<file path="config.mk">
export PLATFORM = sky130hd
export DESIGN_NAME = ext_irq_router
export DESIGN_NICKNAME = d
export VERILOG_FILES = /design/src/rtl/irq_pkg.sv /design/src/rtl/irq_sync.sv /design/src/rtl/irq_sense.sv /design/src/rtl/irq_prio_arb.sv /design/src/rtl/ext_irq_router.sv
export SDC_FILE = /design/constraint.sdc
export NUM_CORES = 1
export LEC_CHECK = 0
export BUFFER_PORTS_ARGS = -buffer_cell sky130_fd_sc_hd__buf_4
export CAP_MARGIN = 20
export CORE_ASPECT_RATIO = 1.75
export CORE_MARGIN = 3
export CORE_UTILIZATION = 55
export CTS_CLUSTER_SIZE = 12
export DETAILED_ROUTE_END_ITERATION = 10
export GPL_TIMING_DRIVEN = 1
export PLACE_DENSITY = 0.89
export REMOVE_ABC_BUFFERS = 1
export SYNTH_ARGS = -nofsm -noshare
export SYNTH_HDL_FRONTEND = slang
export SYNTH_SLANG_ARGS = --single-unit
</file>
<file path="constraint.sdc">
create_clock -name clk -period 2.4 [get_ports clk]
set_input_delay 0.24 -clock clk [delete_from_list [all_inputs] [get_ports clk]]
set_output_delay 0.24 -clock clk [all_outputs]
set_load 0.1 [all_outputs]
</file>
<file path="src/rtl/irq_pkg.sv">
package irq_pkg;

    localparam int NUM_SRC = 5;
    localparam int ID_W    = $clog2(NUM_SRC);

    typedef enum logic [1:0] {
        ADDR_SENSE = 2'd0,
        ADDR_MASK  = 2'd1,
        ADDR_CTRL  = 2'd2,
        ADDR_CLEAR = 2'd3
    } reg_addr_e;

    typedef struct packed {
        logic mc_sel;    // 1: machine check on dedicated pin
        logic core_dis;  // 1: core-disabled mode
    } ctrl_t;

    typedef struct packed {
        logic            vld;
        logic [ID_W-1:0] id;
    } win_t;

    typedef struct packed {
        logic            core_int;
        logic            core_mc;
        logic            inta_oe;
        logic            mcp_oe;
        logic            vld;
        logic [ID_W-1:0] id;
    } out_t;

    // lowest set index wins; id 0 and vld 0 when nothing eligible
    function automatic win_t pick_lowest(input logic [NUM_SRC-1:0] elig);
        win_t w;
        w = '0;
        for (int i = NUM_SRC - 1; i >= 0; i--) begin
            if (elig[i]) begin
                w.vld = 1'b1;
                w.id  = ID_W'(i);
            end
        end
        return w;
    endfunction

endpackage

</file>
<file path="src/rtl/irq_sync.sv">
module irq_sync #(
    parameter int W      = 6,
    parameter int STAGES = 2
) (
    input  logic         clk,
    input  logic         rst,
    input  logic [W-1:0] din,
    output logic [W-1:0] dout
);
    logic [W-1:0] stg [STAGES];

    always_ff @(posedge clk) begin
        if (rst) begin
            for (int k = 0; k < STAGES; k++) stg[k] <= '1;
        end else begin
            stg[0] <= din;
            for (int k = 1; k < STAGES; k++) stg[k] <= stg[k-1];
        end
    end

    assign dout = stg[STAGES-1];
endmodule

</file>
<file path="src/rtl/irq_sense.sv">
module irq_sense (
    input  logic clk,
    input  logic rst,
    input  logic req,
    input  logic edge_mode,
    input  logic clr,
    output logic pend
);
    logic req_d;
    logic latch_q;
    logic rise;

    assign rise = req & ~req_d;

    always_ff @(posedge clk) begin
        if (rst) begin
            req_d   <= 1'b0;
            latch_q <= 1'b0;
        end else begin
            req_d <= req;
            if (edge_mode) latch_q <= (latch_q & ~clr) | rise;
            else           latch_q <= 1'b0;
        end
    end

    assign pend = edge_mode ? latch_q : req;
endmodule

</file>
<file path="src/rtl/irq_prio_arb.sv">
module irq_prio_arb
    import irq_pkg::*;
(
    input  logic [NUM_SRC-1:0] elig,
    output win_t               win
);
    always_comb win = pick_lowest(elig);
endmodule

</file>
<file path="src/rtl/ext_irq_router.sv">
module ext_irq_router
    import irq_pkg::*;
#(
    parameter int SYNC_STAGES = 2
) (
    input  logic               clk,
    input  logic               rst,
    input  logic [NUM_SRC-1:0] irq_n_i,
    input  logic               mc_n_i,
    input  logic               reg_we_i,
    input  logic [1:0]         reg_addr_i,
    input  logic [NUM_SRC-1:0] reg_wdata_i,
    output logic               core_int_o,
    output logic               core_mc_o,
    output logic               inta_oe_o,
    output logic               mcp_oe_o,
    output logic [ID_W-1:0]    win_id_o,
    output logic               win_vld_o
);
    localparam int SW = NUM_SRC + 1;

    logic [SW-1:0]      pins_s;
    logic [NUM_SRC-1:0] req;
    logic               mc_req;
    logic [NUM_SRC-1:0] sense_q;
    logic [NUM_SRC-1:0] mask_q;
    ctrl_t              ctrl_q;
    logic [NUM_SRC-1:0] clr;
    logic [NUM_SRC-1:0] pend;
    logic [NUM_SRC-1:0] eligible;
    win_t               win;
    out_t               nxt;
    out_t               out_q;
    logic               ctrl_unused;

    irq_sync #(.W(SW), .STAGES(SYNC_STAGES)) u_sync (
        .clk  (clk),
        .rst  (rst),
        .din  ({mc_n_i, irq_n_i}),
        .dout (pins_s)
    );

    assign req    = ~pins_s[NUM_SRC-1:0];
    assign mc_req = ~pins_s[NUM_SRC];

    // register port (write only)
    always_ff @(posedge clk) begin
        if (rst) begin
            sense_q <= '0;
            mask_q  <= '1;
            ctrl_q  <= '0;
        end else if (reg_we_i) begin
            case (reg_addr_e'(reg_addr_i))
                ADDR_SENSE: sense_q <= reg_wdata_i;
                ADDR_MASK:  mask_q  <= reg_wdata_i;
                ADDR_CTRL:  ctrl_q  <= ctrl_t'(reg_wdata_i[1:0]);
                default:    ;
            endcase
        end
    end

    assign ctrl_unused = ^reg_wdata_i[NUM_SRC-1:2];
    assign clr = (reg_we_i && reg_addr_e'(reg_addr_i) == ADDR_CLEAR) ? reg_wdata_i : '0;

    for (genvar i = 0; i < NUM_SRC; i++) begin : g_src
        irq_sense u_sense (
            .clk       (clk),
            .rst       (rst),
            .req       (req[i]),
            .edge_mode (sense_q[i]),
            .clr       (clr[i]),
            .pend      (pend[i])
        );
    end

    assign eligible = pend & ~mask_q;

    irq_prio_arb u_arb (
        .elig (eligible),
        .win  (win)
    );

    // output steering
    always_comb begin
        nxt.vld      = win.vld;
        nxt.id       = win.id;
        nxt.core_int = ~ctrl_q.core_dis & win.vld;
        nxt.core_mc  = ~ctrl_q.core_dis & mc_req;
        nxt.inta_oe  = ctrl_q.core_dis & (win.vld | (mc_req & ~ctrl_q.mc_sel));
        nxt.mcp_oe   = ctrl_q.core_dis & mc_req & ctrl_q.mc_sel;
    end

    always_ff @(posedge clk) begin
        if (rst) out_q <= '0;
        else     out_q <= nxt;
    end

    assign core_int_o = out_q.core_int;
    assign core_mc_o  = out_q.core_mc;
    assign inta_oe_o  = out_q.inta_oe;
    assign mcp_oe_o   = out_q.mcp_oe;
    assign win_id_o   = out_q.id;
    assign win_vld_o  = out_q.vld;
endmodule

</file>
==> results of run 1 <==
power by group through the flow:
stage	combinational [mW]	clock (mW)	sequential, mW
2_1_floorplan	0.0428	0	0.759
3_3_place_gp	0.0952	0	0.747
3_5_place_dp	0.0997	0	0.748
4_1_cts	0.100	0.442	0.732
5_1_grt	0.110	0.470	0.734
6_report	0.0997	0.425	0.733
kinds of logic after synthesis:
family / synth area share, %
AO/OA/AOI/OAI: 11.4
flip-flops: 56.1
AND/OR/NAND/NOR: 25.4
buffers and inverters: 2.42
multiplexers: 4.67
critical path, cell delays in order (launching register included):
cell	delay (ns)
dfxtp_1	0.38
or2_4	0.15
a21oi_2	0.06
nor4_2	0.41
a21oi_1	0.13
final cells by class:
type / count / area [sq um] / share of cell area, %
Tap cell: 26 / 32.5 / 1.84
Inverter: 5 / 18.8 / 1.06
Timing Repair Buffer: 23 / 173 / 9.76
Sequential cell: 42 / 841 / 47.5
Multi-Input combinational cell: 97 / 622 / 35.1
Clock buffer: 6 / 82.6 / 4.67
metal layers:
layer | vias to the layer above | global-route usage, % | part of all wire (%)
li1 | 537 | - | -
met1 | 495 | 19.2 | 36
met2 | 27 | 35.0 | 57
met3 | 5 | 6.70 | 5.4
met4 | 0 | 8.47 | 1.9
met5 | - | 0 | 0
cell usage after synthesis:
cell type  number  area (sq um)
dfxtp_1        42           841
nor2_1         25          93.8
or2_2          12          75.1
nand2_1        10          37.5
a21oi_1         8          40.0
mux2i_1         7          70.1
nor3b_1         6          45.0
a211o_1         5          43.8
inv_1           5          18.8
a21oi_2         3          26.3
nor3_1          3          15.0
or2_4           3          26.3
a21oi_4         2          32.5
and3_1          2          12.5
buf_2           2          10.0
clkbuf_1        2          7.51
or2_1           2          12.5
a211oi_2        1          12.5
a21o_1          1          7.51
a21o_2          1          8.76
nand2b_1        1          6.26
nand3b_1        1          7.51
nand3b_2        1          11.3
nor2b_1         1          6.26
nor3b_4         1          18.8
nor4_2          1          12.5
cell usage in the layout, fill, tap and decap left out:
master,n
nor4_2,1
a21oi_4,2
nor3b_4,1
a211oi_2,1
a21o_1,1
a21oi_1,8
nand3b_1,1
a211o_1,5
buf_4,23
a21o_2,1
nor2_1,25
dfxtp_1,42
or2_4,3
inv_1,5
nor3_1,3
or2_2,12
nor3b_1,6
and3_1,2
clkbuf_8,6
a21oi_2,3
or2_1,2
nand2b_1,1
nor2b_1,1
nand3b_2,1
mux2i_1,7
nand2_1,10
flip-flops by register name, summed over array words and instances, names as in the netlist, 2 cells and up:
name / cells
g_src.u_sense.req_d: 5
ctrl_q: 2
mask_q: 5
u_sync.stg: 12
g_src.u_sense.latch_q: 5
win_id_o: 3
sense_q: 5
worst max-delay path by stage:
stage               slack, ns    endpoint
floorplan                1.25  core_int_o
global placement         1.18  core_int_o
detailed placement       1.14   win_vld_o
CTS                      1.13   win_vld_o
global route             1.05   win_vld_o
finish                   1.14   win_vld_o
==> out/metrics.cfg, run 1 <==
[outcome]
outcome = finished clean

[floorplan]
dieHeight_microns = 75.1
initial_core_util_pct = 58.7
io_pins = 24
num_rows = 24
core_sq_mm = 0.00255
die_area_sq_mm = 0.00341
dieWidth_microns = 45.5

[finish]
final_area_sq_mm = 0.00177
area_delta_synth_final_pct = 18.0
fillCellCount = 198
utilization_pct = 69.3
drive_gt1_share_pct = 31.2
diodes = 0
nets = 190
stdcell_count = 199

[critical_path]
start_kind = flip-flop
r2r-start = sense_q[2]
cp.required_ns = 2.56
crit_type = flip-flop to flip-flop
cp.arrival_ns = 1.42
reg2reg_depth = 4
path_max_fanout = 4
setup.worst_path.start = sense_q[2]
crit_path_end_kind = flip-flop
r2r_setup_slack_ns = 1.14
r2r_end = win_vld_o

[yosys]
ys_ff_latch = 42
ys_seq_area_share_pct = 56.1
syn_avg_cell_area_sq_um = 10.1
syn_inst = 148
synth.distinct_cells = 26
synth_warnings = 0
syn_area_sq_mm = 0.00150

[placement]
place_ws_ns = 1.14
gp_congestion = 0.803
dp_hpwl_microns = 2050
placed_cells = 193
placed_cell_area_sq_mm = 0.00169
numPortBuffers = 23

[global_route]
grt_pass1_wl_microns = 4620
grt_pass1_vias = 1055
overflow = 0
grt_max_degree = 41
antenna_found_initial = 0
grt_usage_pct = 19.4

[clocking]
ctsResizeCount = 0
cts_max_level = 2
tritoncts = done
insertion_delay_ns = 0.29
ctsLongestPathBuffers = 2
clk_pin_slew_worst_paths_ns = 0.07
cts_sinks = 42
cts-buffers-inserted = 5
cts_root_buf = clkbuf_8
ctsHoldBuffers = 0
cts_setup_buffers = 0

[power]
p_per_area_mw_per_mm2 = 711
power_mw = 1.26
intPower_mw = 0.986
pwr-share-clk_pct = 33.8
ir_worst_vdd_mv = 0.591
p_leak_nw = 0.725
net-switching-power_mw = 0.271
pwr-share-comb_pct = 7.9
p_sw_share_pct = 21.6
power_frac_seq_pct = 58.3

[min_path]
hp-class = input port to flip-flop
min_path_cells = 2
hold_start = irq_n_i[2]
hold_path_end = u_sync.stg[0][2]

[timing]
final_hold_viol_count = 0
finalSetupTns_ns = 0
max_slew_margin_pct = 74.7
slew_viol_final = 0
clock.fmax_ghz = 0.795
timing.final.crit_share_pct = 52.4
setup_ws_ns = 1.14
fin_skew_ns = 0.00395
hold_ws_ns = 0.132
setup_violations = 0
tightest_slew_ns = 0.377
rsz0062_at_grt = false
post-route-min-period_ns = 1.26

[detailed_routing]
drt-total-wl_microns = 2770
vias_per_cell = 5.35
wl_per_cell_microns = 13.9
firstDrtPassIters = 6
remaining_drc_errors = 0
route.antenna.remaining_nets = 0
initialDrtViolationCount = 29
via_count = 1064

[job]
maxCapViolations = 0

Note: power is estimated with default switching activity, not from simulation.
==> run 2, diff against run 1 <==
--- a/config.mk
+++ b/config.mk
@@ -9,11 +9,11 @@
 export CAP_MARGIN = 20
 export CORE_ASPECT_RATIO = 1.75
 export CORE_MARGIN = 3
-export CORE_UTILIZATION = 55
+export CORE_UTILIZATION = 48
 export CTS_CLUSTER_SIZE = 12
 export DETAILED_ROUTE_END_ITERATION = 10
 export GPL_TIMING_DRIVEN = 1
-export PLACE_DENSITY = 0.89
+export PLACE_DENSITY = 0.83
 export REMOVE_ABC_BUFFERS = 1
 export SYNTH_ARGS = -nofsm -noshare
 export SYNTH_HDL_FRONTEND = slang
==> constraint.sdc (replaced) <==
create_clock -name clk -period 1.1 [get_ports clk]
set_input_delay 0.11 -clock clk [delete_from_list [all_inputs] [get_ports clk]]
set_output_delay 0.11 -clock clk [all_outputs]
set_load 0.1 [all_outputs]
==> run 2 against run 1 <==
The run now ends with negative setup slack left; core utilization is 2.1 points lower; clock power is 110% higher; first-iteration DRC count is 72% lower; largest power group unchanged; highest routed layer unchanged.
==> out/metrics.cfg, run 2 (synthesis gave the netlist of run 1 again) <==
[power]
pwr-share-clk_pct = 32.3  ; -1.5 points
pwr-share-comb_pct = 9.7  ; +1.8 points
p_sw_share_pct = 22.2  ; +0.66 points
net-switching-power_mw = 0.613  ; +130%
ir_worst_vdd_mv = 1.06  ; +79%
power_frac_seq_pct = 58.0  ; -0.3 points
intPower_mw = 2.14  ; +120%
p_leak_nw = 0.812  ; +12%
power_mw = 2.76  ; +120%
p_per_area_mw_per_mm2 = 1390  ; +95%

[outcome]
failed_checks = negative setup slack
outcome = complete, but fails checks

[min_path]
hold_start = reg_wdata_i[4]
hold_path_end = sense_q[4]
min_path_cells = 3  ; +1
hp-class = input port to flip-flop

[timing]
slew_viol_final = 0  ; unchanged
post-route-min-period_ns = 1.14  ; -0.119 ns
finalSetupTns_ns = -0.101  ; -0.101 ns
setup_violations = 4  ; +4
timing.final.crit_share_pct = 104  ; +51 points
tightest_slew_ns = 0.366  ; -0.0110 ns
final_hold_viol_count = 0  ; unchanged
max_slew_margin_pct = 75.6  ; +0.94 points
hold_ws_ns = 0.0864  ; -0.0455 ns
rsz0062_at_grt = true
clock.fmax_ghz = 0.878  ; +10%
fin_skew_ns = 0.00424  ; +0.000294 ns
setup_ws_ns = -0.0390  ; -1.18 ns

[detailed_routing]
vias_per_cell = 4.99  ; -6.6%
remaining_drc_errors = 0  ; unchanged
route.antenna.remaining_nets = 0  ; unchanged
wl_per_cell_microns = 11.9  ; -14%
drt-total-wl_microns = 2770  ; +0.11%
firstDrtPassIters = 4  ; -2
initialDrtViolationCount = 8  ; -72%
via_count = 1158  ; +8.8%

[placement]
dp_hpwl_microns = 2020  ; -1.7%
gp_congestion = 0.821  ; +2.2%
placed_cell_area_sq_mm = 0.00179  ; +6.4%
numPortBuffers = 23  ; unchanged

[job]
maxCapViolations = 0  ; unchanged

[clocking]
insertion_delay_ns = 0.28  ; about the same
tritoncts = done
cts_sinks = 42  ; unchanged
cts_setup_buffers = 0  ; unchanged
cts_root_buf = clkbuf_8
ctsLongestPathBuffers = 2  ; unchanged
cts_max_level = 2  ; unchanged
cts-buffers-inserted = 5  ; unchanged
clk_pin_slew_worst_paths_ns = 0.07  ; about the same

[critical_path]
cp.arrival_ns = 1.30  ; -0.12 ns
crit_type = flip-flop to flip-flop
cp.required_ns = 1.26  ; -1.30 ns
r2r_end = win_id_o[0]
start_kind = flip-flop
r2r_setup_slack_ns = -0.04  ; -1.18 ns
crit_path_end_kind = flip-flop
r2r-start = u_sync.stg[0][8]
reg2reg_depth = 4  ; unchanged
path_max_fanout = 2  ; -2

[finish]
nets = 206  ; +8.4%
fillCellCount = 222  ; +12%
largest_register_ff_count = 12  ; unchanged
final_area_sq_mm = 0.00199  ; +12%
final_common_cell = dfxtp_1
utilization_pct = 67.2  ; -2.1 points
final_cell_mix = dfxtp_1 (35), buf_4 (32), nor2_1 (25)
area_delta_synth_final_pct = 32.7
drive_gt1_share_pct = 40.0  ; +8.8 points
top_register = u_sync.stg
diodes = 0  ; unchanged

[global_route]
overflow = 0  ; unchanged
grt_pass1_wl_microns = 4840  ; +4.6%
grt_max_degree = 41  ; unchanged
grt_usage_pct = 17.8  ; -1.6 points
grt_pass1_vias = 1203  ; +14%
antenna_found_initial = 0  ; unchanged

[floorplan]
io_pins = 24  ; unchanged
dieWidth_microns = 48.2  ; +6.1%
initial_core_util_pct = 50.6  ; -8.1 points
core_sq_mm = 0.00296  ; +16%
dieHeight_microns = 79.9  ; +6.5%
die_area_sq_mm = 0.00386  ; +13%
num_rows = 26  ; +8.3%

## run 2: cell count changes in the layout (fill, tap and decap cells not counted), moves of 2 or more
cell / delta
nand2_1: -2
or2_1: -2
buf_4: +9
clkbuf_1: +2
a21oi_4: +3
a21oi_2: -2
or2_4: +2
dfxtp_2: +7
dfxtp_1: -7
nand2_2: +2
dlygate4sd3_1: +6
## run 2: power groups by stage
stage	logic [mW]	clock network [mW]	registers [mW]
after floorplan	0.0933	0	1.66
after CTS	0.267	0.922	1.60
after global placement	0.232	0	1.63
after detailed placement	0.242	0	1.63
final	0.267	0.892	1.60
after global routing	0.293	0.986	1.60
## run 2: per-stage QoR
step	worst slack [ns]	std cells
after detailed placement	-0.0774	219
after global placement	-0.0333	219
after CTS	-0.0196	232
final	-0.0390	232
after global routing	-0.0839	232
after floorplan	-0.00446	144
## run 2: layout make-up
class / instances / area [sq um] / share of cell area (%)
sequential: 42 / 850 / 42.7
timing repair buffer: 39 / 320 / 16.1
multi-input combinational: 97 / 672 / 33.8
tap: 42 / 52.6 / 2.64
inverter: 5 / 18.8 / 0.943
clock buffer: 7 / 76.3 / 3.84
## run 2: critical path, cell delays in order (launching register included)
cell	delay, ns
dfxtp_2	0.32
or2_4	0.26
a21o_2	0.20
a21oi_2	0.17
nor3_2	0.07
## run 2: worst max-delay path by stage
stage,from,to,slack [ns],depth (start not counted)
3_3_place_gp,sense_q[2],core_int_o,-0.03,4
2_1_floorplan,sense_q[2],core_int_o,-0.004,4
6_report,u_sync.stg[0][8],win_id_o[0],-0.04,4
5_1_grt,sense_q[1],core_int_o,-0.08,4
3_5_place_dp,sense_q[2],core_int_o,-0.08,4
4_1_cts,sense_q[1],win_id_o[2],-0.02,4
## run 2: repair_timing
item,in CTS,in global routing
resized for setup,13,4
pin swaps,11,2
hold buffers,6,0
endpoints found under the setup margin,5,6
hold endpoints to repair,6,0
## run 2: metal layers
metal | global-route usage (%) | vias to the layer above | wire length (microns) | share of wire [%]
met2 | 28.7 | 30 | 1480 | 54
met1 | 17.6 | 542 | 1020 | 37
met5 | 0 | - | 0 | 0
li1 | - | 572 | - | -
met3 | 6.55 | 14 | 129 | 4.7
met4 | 11.9 | 0 | 139 | 5.0
